### config.mk
export PLATFORM = sky130hd
export DESIGN_NAME = bus_break_cmp
export DESIGN_NICKNAME = d
export VERILOG_FILES = /design/src/rtl/bus_break_cmp.sv
export SDC_FILE = /design/constraint.sdc
export NUM_CORES = 1
export LEC_CHECK = 0
export CORE_MARGIN = 2
export CORE_UTILIZATION = 55
export DETAILED_ROUTE_END_ITERATION = 8
export PLACE_DENSITY = 0.84
export SLEW_MARGIN = 20
export SYNTH_ARGS = -nofsm -noshare
export SYNTH_HDL_FRONTEND = slang
export SYNTH_SLANG_ARGS = --single-unit
### constraint.sdc
create_clock -name clk -period 9.1 [get_ports clk]
set_clock_uncertainty 0.05 [all_clocks]
set_input_delay 1.82 -clock clk [delete_from_list [all_inputs] [get_ports clk]]
set_output_delay 1.82 -clock clk [all_outputs]
set_load 0.05 [all_outputs]
### src/rtl/bus_break_cmp.sv
module bus_break_cmp #(
  parameter int AW  = 32,
  parameter int DW  = 32,
  parameter int IW  = 8,
  parameter int RAW = 4
) (
  input  logic           clk,
  input  logic           rst_n,
  input  logic           reg_wr,
  input  logic [RAW-1:0] reg_addr,
  input  logic [31:0]    reg_wdata,
  output logic [31:0]    reg_rdata,
  input  logic           cyc_valid,
  input  logic [AW-1:0]  cyc_addr,
  input  logic [IW-1:0]  cyc_asid,
  input  logic           cyc_asid_vld,
  input  logic [DW-1:0]  cyc_data,
  input  logic           cyc_dma,
  input  logic           cyc_data_acc,
  input  logic           cyc_write,
  output logic           brk_req,
  output logic [1:0]     brk_type,
  output logic [3:0]     match_flags
);

  localparam logic [RAW-1:0] IDX_DATA  = RAW'(8);
  localparam logic [RAW-1:0] IDX_DMASK = RAW'(9);
  localparam logic [RAW-1:0] IDX_FLAGS = RAW'(10);

  logic [AW-1:0] tgt_addr [2];
  logic [AW-1:0] tgt_mask [2];
  logic [IW-1:0] tgt_asid [2];
  logic [5:0]    cond     [2];
  logic [DW-1:0] tgt_data, data_mask;
  logic [3:0]    flags;
  logic [1:0]    hit;

  function automatic logic grp_ok(input logic [1:0] g, input logic second);
    return second ? g[1] : g[0];
  endfunction

  wire flag_wr = reg_wr && reg_addr == IDX_FLAGS;
  wire fire    = (|hit) && !brk_req;

  for (genvar c = 0; c < 2; c++) begin : g_ch
    wire sel = reg_wr && reg_addr[RAW-1:2] == (RAW-2)'(c);

    always_ff @(posedge clk) begin
      if (!rst_n) begin
        tgt_addr[c] <= '0;
        tgt_mask[c] <= '0;
        cond[c]     <= '0;
      end else if (sel) begin
        case (reg_addr[1:0])
          2'd0:    tgt_addr[c] <= reg_wdata[AW-1:0];
          2'd1:    tgt_mask[c] <= reg_wdata[AW-1:0];
          2'd3:    cond[c]     <= reg_wdata[5:0];
          default: ;
        endcase
      end
    end

    always_ff @(posedge clk)
      if (sel && reg_addr[1:0] == 2'd2) tgt_asid[c] <= reg_wdata[IW-1:0];

    wire bus_ok  = grp_ok(cond[c][1:0], cyc_dma) && grp_ok(cond[c][3:2], cyc_data_acc)
                   && grp_ok(cond[c][5:4], cyc_write);
    wire addr_ok = ((cyc_addr ^ tgt_addr[c]) & ~tgt_mask[c]) == '0;
    wire asid_ok = cyc_dma || !cyc_asid_vld || cyc_asid == tgt_asid[c];
    wire data_ok = (c == 0) || !cyc_data_acc || ((cyc_data ^ tgt_data) & ~data_mask) == '0;

    assign hit[c] = cyc_valid && bus_ok && addr_ok && asid_ok && data_ok;


    chan_off_chk: assert property (@(posedge clk) disable iff (!rst_n)
      (cond[c][1:0] == 2'b00 || cond[c][3:2] == 2'b00 || cond[c][5:4] == 2'b00)
      |=> (flags[2*c+:2] & ~$past(flags[2*c+:2])) == 2'b00);
  end

  always_ff @(posedge clk) begin
    if (!rst_n) begin
      tgt_data  <= '0;
      data_mask <= '0;
    end else if (reg_wr) begin
      if (reg_addr == IDX_DATA)  tgt_data  <= reg_wdata[DW-1:0];
      if (reg_addr == IDX_DMASK) data_mask <= reg_wdata[DW-1:0];
    end
  end

  wire [3:0] flag_set = {hit[1] & cyc_dma, hit[1] & ~cyc_dma, hit[0] & cyc_dma, hit[0] & ~cyc_dma};

  always_ff @(posedge clk) begin
    if (!rst_n) begin
      flags    <= '0;
      brk_req  <= 1'b0;
      brk_type <= 2'b00;
    end else begin
      flags    <= (flag_wr ? (flags & reg_wdata[3:0]) : flags) | flag_set;
      brk_req  <= fire;
      brk_type <= fire ? (cyc_data_acc ? 2'b10 : 2'b01) : 2'b00;
    end
  end

  assign match_flags = flags;

  always_comb begin
    case (reg_addr)
      RAW'(0):   reg_rdata = 32'(tgt_addr[0]);
      RAW'(1):   reg_rdata = 32'(tgt_mask[0]);
      RAW'(2):   reg_rdata = 32'(tgt_asid[0]);
      RAW'(3):   reg_rdata = 32'(cond[0]);
      RAW'(4):   reg_rdata = 32'(tgt_addr[1]);
      RAW'(5):   reg_rdata = 32'(tgt_mask[1]);
      RAW'(6):   reg_rdata = 32'(tgt_asid[1]);
      RAW'(7):   reg_rdata = 32'(cond[1]);
      IDX_DATA:  reg_rdata = 32'(tgt_data);
      IDX_DMASK: reg_rdata = 32'(data_mask);
      IDX_FLAGS: reg_rdata = 32'(flags);
      default:   reg_rdata = '0;
    endcase
  end


  pulse_once_chk: assert property (@(posedge clk) disable iff (!rst_n)
    brk_req |=> !brk_req);


  type_code_chk: assert property (@(posedge clk) disable iff (!rst_n)
    brk_req ? $countones(brk_type) == 1 : brk_type == 2'b00);


  req_has_flag_chk: assert property (@(posedge clk) disable iff (!rst_n)
    brk_req |-> flags != 4'b0000);


  sticky_flags_chk: assert property (@(posedge clk) disable iff (!rst_n)
    !flag_wr |=> (flags & $past(flags)) == $past(flags));

endmodule

Word level (Yosys, flattened, before mapping)
Memories as Yosys holds them, arrays and structs flattened.
Cells that the tools add are included.
{"block": "totals", "reg_bits": 71, "mem_bits_rw": 156, "inputBits": 116, "out_inout_bits": 39, "mem_count": 4}
{"block": "op_classes", "eq_ne": 16, "n_mux": 44, "bitwise_logic": 22, "n_reduce_logical": 35}
{"name": "tgt_addr", "depth": 2, "width": 32, "read_ports": 2, "rd_clocked_by_memory_dff": 0, "wr": 2, "line": "30", "text": "logic [AW-1:0] tgt_addr [2];"}
{"name": "tgt_mask", "depth": 2, "width": 32, "read_ports": 2, "rd_clocked_by_memory_dff": 0, "wr": 2, "line": "31", "text": "logic [AW-1:0] tgt_mask [2];"}
{"name": "tgt_asid", "depth": 2, "width": 8, "read_ports": 2, "rd_clocked_by_memory_dff": 0, "wr": 1, "line": "32", "text": "logic [IW-1:0] tgt_asid [2];"}
{"name": "cond", "depth": 2, "width": 6, "read_ports": 2, "rd_clocked_by_memory_dff": 0, "wr": 2, "line": "33", "text": "logic [5:0] cond [2];"}
{"op": "$pmux 32 s11", "n": 1}
{"op": "$mux 32", "n": 4}
{"op": "$and 32x32->32", "n": 3}
{"op": "$logic_not 32->1", "n": 3}
{"op": "$not 32->32", "n": 3}
{"op": "$xor 32x32->32", "n": 3}
{"op": "$mux 1", "n": 34}
{"op": "$logic_and 1x1->1", "n": 17}
{"op": "$eq 4x3->1 const B", "n": 4}
{"op": "$eq 8x8->1", "n": 2}
{"op": "$eq 4x4->1 const B", "n": 3}
{"op": "$mux 6", "n": 2}
{"op": "$eq 4x2->1 const B", "n": 2}
{"op": "$mux 8", "n": 1}
{"op": "$reduce_or 8->1", "n": 1}
{"op": "$or 1x1->1", "n": 6}
{"op": "$reduce_and 2->1", "n": 3}
{"op": "$and 1x1->1", "n": 4}
{"op": "$and 4x4->4", "n": 1}
{"op": "$eq 2x1->1 const B", "n": 2}
{"op": "$eq 2x2->1 const B", "n": 2}
{"op": "$eq 4x1->1 const B", "n": 1}
{"op": "$logic_not 2->1", "n": 2}
{"op": "$logic_not 4->1", "n": 1}
{"op": "7 further kinds", "n": 12}

Longest topological paths before layout
Gate-level depths: netlist of the first run.
An unclocked memory read counts as a cell.
{"block": "logic_depth", "ltp_word": 11, "ltp_mapped": 8}

Least setup slack after synthesis of the first run
Ideal clock, no wire load.
{"block": "synth_path", "path_type": "input to output", "start": "in reg_addr[2]", "end": "out reg_rdata[4]", "arrival_ns": 3.522, "required_time_ns": 7.230, "path_slack_ns": 3.708, "path_stages": 5, "path_buffers": 2, "cell_sequence": "clkbuf_1 -> clkbuf_1 -> mux2_1 -> a222oi_1 -> nand4_1"}
{"block": "synth_via", "elab_chain_cells": 2, "elab_cells_between_ends": 12, "cone_classes": "eq/ne: 10; mux: 1; reduce/logical: 1"}
{"element": "from (decl)", "line": "10", "text": "input logic [RAW-1:0] reg_addr,"}
{"element": "$eq 4x4->1, or another cell as far along", "line": "107", "text": "case (reg_addr)"}
{"element": "$pmux 32 s11 *", "line": "107"}
{"element": "to (decl)", "line": "12", "text": "output logic [31:0] reg_rdata,"}
Mark *: on every way between the ends. The rest lies on a longest branch, timed or not.

Worst setup path after layout of the first run
{"block": "layout_path", "start": "in reg_addr[0]", "end": "out reg_rdata[0]"}
The elaborated chain is that of the path after synthesis.

==> flow_metrics.env, run 1 <==
export IMPL_rows=52
export IMPL_drv_slew=0
export IMPL_critical_path_required_ns=7.23
export IMPL_final_area_um2=13900
export IMPL_power_mw=2.442
export IMPL_initialDrtViolationCount=1254
export IMPL_dieWidth_um=147.0
export IMPL_path_class="input pin to output pin"
export IMPL_crit_slowest_cell="clkdlybuf4s50_1"
export IMPL_max_stage_delay_ns=0.92
export IMPL_timing_critical_path_to_type="output pin"
export IMPL_drt_wl_total_um=36340
export IMPL_drive_gt1_share_pct=6.667
export IMPL_critPathMostFrequentCell="clkdlybuf4s50_1"
export IMPL_timing_max_cap_violations=0
export IMPL_fin_setup_tns_ns=0
export IMPL_crit_chain="clkdlybuf4s50_1 -> nand2b_1 -> nor2_4 -> a22o_1 -> a221oi_1 -> nand4_1 -> clkdlybuf4s50_1"
export IMPL_share_of_synthesized_area_occupied_by_flip_flops_and_latches_pct=54.27
export IMPL_power_static_leakage_nw=4.580
export IMPL_route_detailed_vias_per_inst=6.405
export IMPL_area_sequential_um2=6106
export IMPL_hold_worst_slack_ns=0.4271
export IMPL_r2r_slack_ns=6.52
export IMPL_hpwl_um=24610
export IMPL_clk_pin_slew_ns=0.06
export IMPL_hold_buffers=0
export IMPL_place_ws_ns=2.069
export IMPL_cts_buffer_count=24
export IMPL_globalplace_congestion=0.9047
export IMPL_tritoncts_num_sinks=227
export IMPL_total_of_cells_resized_after_clock_tree_synthesis=0
export IMPL_synthDistinctLibCells=46
export IMPL_postSynth_topFlopCell="edfxtp_1"
export IMPL_critical_path_max_fanout=29
export IMPL_grt_ovfl_total=0
export IMPL_synth_yosys_warnings=0
export IMPL_start_util_pct=55.78
export IMPL_timing_max_slew_rel_slack_pct=38.06
export IMPL_worstHoldPathType="flip-flop to flip-flop"
export IMPL_synth_top_cells_by_area="edfxtp_1 42%, dfxtp_1 13%, xnor2_1 8.7%, and2_1 7.9%, a22oi_1 5.7%"
export IMPL_syn_avg_cell_area_um2=10.82
export IMPL_worst_pin_slew_ns=0.9207
export IMPL_cts_max_path_buffers=3
export IMPL_cts_htree_levels=1
export IMPL_post_route_drc_count=0
export IMPL_synth_edf_count=156
export IMPL_ir_drop_v=0.0001306
export IMPL_placed_area_um2=13130
export IMPL_largest_net_degree_at_the_start_of_global_routing=78
export IMPL_clock_root_buffer="clkbuf_16"
export IMPL_netlist_top_cells_count="156 x edfxtp_1, 152 x nand2_1, 142 x and2_1, 112 x xnor2_1, 86 x a22oi_1"
export IMPL_routed_via_count=9422
export IMPL_die_area_um2=21620
export IMPL_post_route_min_period_ns=7.081
export IMPL_first_pass_iters=5
export IMPL_routedWlPerCell_um=24.70
export IMPL_timing_final_setup_violations=0
export IMPL_cts_tree="yes"
export IMPL_timing_hold_violations_final=0
export IMPL_yosys_area_top_type="edfxtp_1"
export IMPL_power_density_nw_per_um2=175.7
export IMPL_grt_pass1_wl_um=54770
export IMPL_num_fill_cells=1515
export IMPL_grt_pass1_vias=9245
export IMPL_final_worst_path_period_share_pct=77.82
export IMPL_dieHeight_um=147.0
export IMPL_final_antenna_net_count=0
export IMPL_synthMostInstantiatedCell="edfxtp_1"
export IMPL_timing_critical_path_arrival_ns=5.21
export IMPL_outcome="completed"
export IMPL_boundaryPins=155
export IMPL_synth_net_count=1156
export IMPL_syn_to_final_growth_pct=23.54
export IMPL_grt_antenna_before_repair=2
export IMPL_post_synth_instance_area_um2=11250
export IMPL_timing_fmax_ghz=0.1412
export IMPL_post_cts_buffers=0
export IMPL_num_nets_final=1298
export IMPL_final_setup_worst_slack_ns=2.019
export IMPL_total_area_of_multi_input_combinational_cells_um2=4994
export IMPL_postSynthRegisterBits=227
export IMPL_critPathTopFamily="buffers and inverters"
export IMPL_timing_critical_path_buf_inv=2
export IMPL_worst_setup_path_start_kind="input pin"
export IMPL_post_synth_top_area_fraction_pct=41.64
export IMPL_grt_usage_pct=33.38
export IMPL_postSynthCellCount=1040
export IMPL_postSynth_asyncResetShare_pct=0
export IMPL_rsz0062_at_grt="no"
export IMPL_coreArea_um2=20170
export IMPL_place_port_buffers=154
export IMPL_worstSkewPairLatency_ns=0.52
## routing by layer
| metal | track usage (%) | wire length [um] |
|---|---|---|
| met5 | 0 | 15 |
| met1 | 44.85 | 13840 |
| met3 | 7.764 | 4205 |
| met2 | 53.50 | 17050 |
| met4 | 12.21 | 1227 |
## placed cells by master (no fill, tap or decap), types with 7 or more instances in the layout
cell | netlist | routed
nand4_1 | 8 | 8
nor2b_1 | 9 | 9
xnor2_1 | 112 | 112
nand3_1 | 30 | 30
buf_4 | 0 | 20
nor2_1 | 9 | 7
o22ai_1 | 47 | 47
nor4_1 | 14 | 10
dfxtp_1 | 71 | 71
a21boi_1 | 63 | 63
and2_1 | 142 | 142
mux2i_1 | 8 | 8
edfxtp_1 | 156 | 156
clkbuf_1 | 55 | 11
a22oi_1 | 86 | 86
clkbuf_16 | 0 | 25
nor3_2 | 1 | 7
nand2_1 | 152 | 152
clkdlybuf4s50_1 | 0 | 153
## power by group
group	switching, mW	internal, mW
combinational	0.179	0.130
sequential	0.0370	1.15
clock	0.394	0.554
## tightest hold or removal path: cells and delay by family, from the launching register on
| family | cells | cell delay [ns] |
|---|---|---|
| AOI/OAI and AO/OA | 1 | 0.05 |
| and+or+nand+nor | 1 | 0.06 |
| DFF | 1 | 0.32 |
## area by class of cell
| type | count | share of cell area [%] |
|---|---|---|
| timing repair buffer | 174 | 12.13 |
| clock buffer | 42 | 5.392 |
| sequential | 227 | 43.93 |
| multi-input combinational | 752 | 35.93 |
| tap | 270 | 2.430 |
| clock inverter | 2 | 0.09002 |
| inverter | 3 | 0.08102 |
| antenna | 1 | 0.01800 |
## cell families after synthesis
family | share of synthesized area [%]
and+or+nand+nor | 18.14
AOI/OAI and AO/OA | 15.29
DFF | 54.27
xor gates and xnor gates | 8.719
buffers and inverters | 2.068
muxes | 1.512
## state kept, by name, summed over array words and instances, names as in the netlist
signal	flops
tgt_mask	64
data_mask	32
brk_req	1
tgt_asid	16
tgt_addr	64
match_flags	4
brk_type	2
tgt_data	32
cond	12
## metrics by stage
stage,cells,utilization [%]
after floorplan,1040,-
after global placement,1426,65.03
after detailed placement,1426,65.09
after CTS,1470,68.87
after global routing,1471,68.91
final,1471,68.91
## worst paths after layout
path / cells past startpoint / end / start
setup reg to reg: 6 / match_flags[3]$_SDFF_PN0_ / tgt_data[1]$_SDFFE_PN0P_
setup / recovery: 7 / reg_rdata[0] / reg_addr[0]
hold reg to reg: 2 / data_mask[10]$_SDFFE_PN0P_ / data_mask[10]$_SDFFE_PN0P_
hold / removal: 2 / data_mask[10]$_SDFFE_PN0P_ / data_mask[10]$_SDFFE_PN0P_
Power figures use the tool's default switching activity.
==> inputs of run 2 (changes only) <==
==> constraint.sdc (replaced) <==
create_clock -name clk -period 7.3 [get_ports clk]
set_clock_uncertainty 0.05 [all_clocks]
set_input_delay 1.46 -clock clk [delete_from_list [all_inputs] [get_ports clk]]
set_output_delay 1.46 -clock clk [all_outputs]
set_load 0.05 [all_outputs]
==> run 2 against run 1 <==
Via count rose by 1.3%. Setup slack worse by 0.75 ns. Sequential power increased by 25%. Register-to-register slack lost 1.9 ns. Routed wire length rose by 2.8%. Core utilization grew 0.52 points. Critical endpoint unchanged. Largest power group unchanged.
==> flow_metrics.env, run 2 (synthesized netlist as in run 1, its figures left out) <==
export IMPL_cts_tree="yes"
export IMPL_largestRegisters="tgt_addr: 64 flops, tgt_mask: 64 flops"
export IMPL_grt_usage_pct=34.31
export IMPL_timing_max_slew_rel_slack_pct=34.16
export IMPL_hold_buffers=0
export IMPL_cp_startpoint="reg_addr[2]"
export IMPL_num_nets_final=1305
export IMPL_first_pass_iters=7
export IMPL_final_setup_worst_slack_ns=1.264
export IMPL_fin_setup_tns_ns=0
export IMPL_place_port_buffers=154
export IMPL_initialDrtViolationCount=1351
export IMPL_post_route_min_period_ns=6.036
export IMPL_power_density_nw_per_um2=223.4
export IMPL_outcome="completed"
export IMPL_worst_setup_path_start_kind="input pin"
export IMPL_post_route_drc_count=0
export IMPL_cts_max_path_buffers=3
export IMPL_routed_via_count=9540
export IMPL_critical_path_max_fanout=18
export IMPL_total_of_cells_resized_after_clock_tree_synthesis=0
export IMPL_insertedDiodeCount=0
export IMPL_drt_wl_total_um=37350
export IMPL_cts_buffer_count=25
export IMPL_boundaryPins=155
export IMPL_largest_net_degree_at_the_start_of_global_routing=78
export IMPL_worst_pin_slew_ns=0.9786
export IMPL_critical_path_required_ns=5.79
export IMPL_syn_to_final_growth_pct=24.48
export IMPL_route_detailed_vias_per_inst=6.459
export IMPL_coreArea_um2=20170
export IMPL_clk_pin_slew_ns=0.06
export IMPL_placedCellCount=1432
export IMPL_grt_pass1_vias=9343
export IMPL_post_cts_buffers=0
export IMPL_grt_pass1_wl_um=55910
export IMPL_r2r_start="tgt_data[1]$_SDFFE_PN0P_"
export IMPL_commonest_cells_after_routing_fill_and_taps_aside="156 x edfxtp_1, 153 x clkdlybuf4s50_1, 151 x nand2_1, 142 x and2_1, 112 x xnor2_1"
export IMPL_die_area_um2=21620
export IMPL_drv_slew=0
export IMPL_dieWidth_um=147.0
export IMPL_drive_gt1_share_pct=7.788
export IMPL_final_common_cell="edfxtp_1"
export IMPL_hold_start="data_mask[0]$_SDFFE_PN0P_"
export IMPL_grt_ovfl_total=0
export IMPL_rsz0062_at_grt="no"
export IMPL_cts_htree_levels=1
export IMPL_hpwl_um=25300
export IMPL_timing_critical_path_arrival_ns=4.53
export IMPL_worstHoldPathType="flip-flop to flip-flop"
export IMPL_final_antenna_net_count=0
export IMPL_final_cell_count_no_fill=1477
export IMPL_place_ws_ns=1.305
export IMPL_timing_critical_path_to_type="output pin"
export IMPL_timing_fmax_ghz=0.1657
export IMPL_rows=52
export IMPL_tritoncts_num_sinks=227
export IMPL_worstSkewPairLatency_ns=0.53
export IMPL_timing_final_setup_violations=0
export IMPL_path_class="input pin to output pin"
export IMPL_globalplace_congestion=0.9834
export IMPL_routedWlPerCell_um=25.29
export IMPL_final_worst_path_period_share_pct=82.68
export IMPL_timing_max_cap_violations=0
export IMPL_timing_hold_violations_final=0
export IMPL_ir_drop_v=0.0001680
export IMPL_power_static_leakage_nw=4.641
export IMPL_dieHeight_um=147.0
export IMPL_clock_root_buffer="clkbuf_16"
export IMPL_start_util_pct=55.78
export IMPL_grt_antenna_before_repair=2
run 2: final cells by class:
class	count	area, um2
Multi-Input combinational cell	752	4991
Fill cell	1484	6165
Inverter	3	11.26
Timing Repair Buffer	180	1744
Clock buffer	29	671.9
Sequential cell	227	6106
Clock inverter	16	142.6
Tap cell	270	337.8
run 2: path summary, 6_finish.rpt:
| kind | slack [ns] | depth (start not counted) | to |
|---|---|---|---|
| hold reg to reg | 0.43 | 2 | data_mask[0]$_SDFFE_PN0P_ |
| setup reg to reg | 4.61 | 6 | match_flags[3]$_SDFF_PN0_ |
| hold / removal | 0.43 | 2 | data_mask[0]$_SDFFE_PN0P_ |
| setup / recovery | 1.26 | 8 | reg_rdata[0] |
run 2: power by group:
part	internal [mW]	total, mW	switching [mW]
Combinational	0.164	0.391	0.227
Sequential	1.43	1.48	0.0463
Clock	0.732	1.26	0.529
run 2: critical path: stages:
cell             delay [ns]
clkdlybuf4s50_1        0.50
buf_4                  0.26
nand2b_1               0.27
nor2_2                 0.57
buf_4                  0.33
a22oi_1                0.13
nand4_1                0.18
clkdlybuf4s50_1        0.82
run 2: routing by layer:
| layer | up-vias | GRT usage (%) | share of wire, % |
|---|---|---|---|
| met4 | 4 | 14.18 | 4.4 |
| met2 | 750 | 54.65 | 46 |
| met5 | - | 0 | 0.067 |
| met3 | 132 | 9.037 | 13 |
| li1 | 4086 | - | - |
| met1 | 4568 | 44.95 | 36 |
run 2: through the flow:
stage          util [%]  instance area [um2]  hold slack [ns]  power (mW)
6_report          69.44                14000           0.4295       3.128
5_1_grt           69.44                14000           0.4517       3.197
4_1_cts           69.36                13990           0.4260       3.117
3_5_place_dp      65.32                13180           0.4209       1.882
3_3_place_gp      65.29                13170           0.4104       1.875
2_1_floorplan         -                11250           0.3960       1.680
==> inputs of run 3 (changes only) <==
==> constraint.sdc (replaced) <==
create_clock -name clk -period 6.05 [get_ports clk]
set_clock_uncertainty 0.05 [all_clocks]
set_input_delay 1.21 -clock clk [delete_from_list [all_inputs] [get_ports clk]]
set_output_delay 1.21 -clock clk [all_outputs]
set_load 0.05 [all_outputs]
==> run 3 against run 2 <==
Hold slack worse by 0.0032 ns. Routed wire length down 1.6%. Combinational power up 19%. Largest power group unchanged.
==> flow_metrics.env, run 3 (synthesized netlist as in run 1, its figures left out) <==
export IMPL_outcome="completed"
export IMPL_rows=52
export IMPL_power_density_nw_per_um2=272.9
export IMPL_post_route_min_period_ns=5.205
export IMPL_placed_area_um2=13080
export IMPL_globalplace_congestion=0.9356
export IMPL_boundaryPins=155
export IMPL_largestRegisters="tgt_addr: 64 flops, tgt_mask: 64 flops"
export IMPL_cts_buffer_count=25
export IMPL_dieWidth_um=147.0
export IMPL_pwr_share_seq_pct=46.8
export IMPL_grt_pass1_wl_um=54760
export IMPL_final_common_cell="edfxtp_1"
export IMPL_timing_max_slew_rel_slack_pct=17.03
export IMPL_num_nets_final=1303
export IMPL_tritoncts_num_sinks=227
export IMPL_grt_pass1_vias=9183
export IMPL_commonest_cells_after_routing_fill_and_taps_aside="156 x edfxtp_1, 151 x nand2_1, 142 x and2_1, 122 x clkdlybuf4s50_1, 112 x xnor2_1"
export IMPL_grt_ovfl_total=0
export IMPL_r2r_slack_ns=3.21
export IMPL_drv_slew=0
export IMPL_drive_gt1_share_pct=10.36
export IMPL_crit_chain="clkdlybuf4s50_1 -> nor2b_1 -> a22oi_1 -> a211o_1 -> nand3_1 -> clkdlybuf4s50_1"
export IMPL_routed_via_count=9504
export IMPL_path_class="input pin to output pin"
export IMPL_timing_fmax_ghz=0.1921
export IMPL_routedWlPerCell_um=24.88
export IMPL_hold_buffers=0
export IMPL_cts_htree_levels=1
export IMPL_initialDrtViolationCount=1358
export IMPL_timing_final_setup_violations=0
export IMPL_power_static_leakage_nw=4.716
export IMPL_total_of_cells_resized_after_clock_tree_synthesis=0
export IMPL_start_util_pct=55.78
export IMPL_coreArea_um2=20170
export IMPL_post_cts_buffers=0
export IMPL_die_area_um2=21620
export IMPL_worst_setup_path_start_kind="input pin"
export IMPL_final_area_um2=13940
export IMPL_final_antenna_net_count=0
export IMPL_cts_max_path_buffers=3
export IMPL_critPathTopFamily="buffers and inverters"
export IMPL_critical_path_required_ns=4.79
export IMPL_grt_antenna_before_repair=1
export IMPL_proportion_of_power_drawn_by_the_clock_network_pct=41.0
export IMPL_critPathMostFrequentCell="clkdlybuf4s50_1"
export IMPL_timing_critical_path_arrival_ns=3.95
export IMPL_post_route_drc_count=0
export IMPL_combinational_fraction_of_design_power_pct=12.2
export IMPL_final_worst_path_period_share_pct=86.04
export IMPL_fin_setup_tns_ns=0
export IMPL_timing_critical_path_buf_inv=2
export IMPL_place_port_buffers=154
export IMPL_cts_tree="yes"
export IMPL_timing_max_cap_violations=0
export IMPL_critical_path_max_fanout=15
export IMPL_timing_critical_path_to_type="output pin"
export IMPL_grt_usage_pct=33.40
export IMPL_worstHoldPathType="flip-flop to flip-flop"
export IMPL_clk_pin_slew_ns=0.06
export IMPL_drt_wl_total_um=36760
export IMPL_swShare_pct=25.36
export IMPL_hold_worst_slack_ns=0.4262
export IMPL_max_stage_delay_ns=0.83
export IMPL_clock_root_buffer="clkbuf_16"
export IMPL_worstSkewPairLatency_ns=0.53
export IMPL_hpwl_um=25080
export IMPL_syn_to_final_growth_pct=23.87
export IMPL_dieHeight_um=147.0
export IMPL_timing_hold_violations_final=0
export IMPL_ir_drop_v=0.0002021
export IMPL_route_detailed_vias_per_inst=6.435
export IMPL_crit_slowest_cell="clkdlybuf4s50_1"
export IMPL_first_pass_iters=6
export IMPL_rsz0062_at_grt="no"
export IMPL_worst_pin_slew_ns=1.233
export IMPL_cellInternalPower_mw=2.839
export IMPL_largest_net_degree_at_the_start_of_global_routing=44
export IMPL_power_net_switching_mw=0.9646
[run 3: worst paths after layout]
check                                   from                          to  depth (start not counted)
setup reg to reg   tgt_data[30]$_SDFFE_PN0P_   match_flags[3]$_SDFF_PN0_                          6
hold / removal    data_mask[25]$_SDFFE_PN0P_  data_mask[25]$_SDFFE_PN0P_                          2
hold reg to reg   data_mask[25]$_SDFFE_PN0P_  data_mask[25]$_SDFFE_PN0P_                          2
setup / recovery                 reg_addr[0]                reg_rdata[7]                          6
[run 3: layout make-up]
class | instances | area [um2]
multi-input cells | 752 | 4985
flip-flops and latches | 227 | 6106
repair buffers | 178 | 1652
inverters | 3 | 11.26
well taps | 270 | 337.8
diodes | 1 | 2.502
fillers | 1465 | 6233
clock inverters | 15 | 130.1
clock buffers | 31 | 711.9
[run 3: tightest hold or removal path, cell delays in order (launching register included)]
cell	delay, ns
dfxtp_1	0.32
nand2_1	0.06
a21boi_1	0.05
[run 3: power by group through the flow]
stage,Sequential [mW],Combinational [mW],Clock (mW)
3_5_place_dp,1.81,0.454,0
4_1_cts,1.78,0.456,1.55
5_1_grt,1.78,0.484,1.62
2_1_floorplan,1.79,0.239,0
6_report,1.78,0.464,1.56
3_3_place_gp,1.81,0.449,0
[run 3: layer usage]
layer	global-route usage, %	up-vias	share of wire [%]
met4	13.94	0	4.6
met2	52.68	803	45
met1	45.22	4476	36
met5	0	-	0
li1	-	4095	-
met3	7.174	130	14
[run 3: metrics by stage]
| stage | util [%] | cells | worst slack [ns] | power, mW |
|---|---|---|---|---|
| final | 69.09 | 1477 | 0.8446 | 3.804 |
| after global routing | 69.08 | 1476 | 0.7148 | 3.887 |
| after CTS | 69.02 | 1476 | 0.8994 | 3.785 |
| after detailed placement | 64.84 | 1430 | 0.9257 | 2.263 |
| after global placement | 64.84 | 1430 | 1.020 | 2.255 |
| after floorplan | - | 1040 | 1.878 | 2.027 |
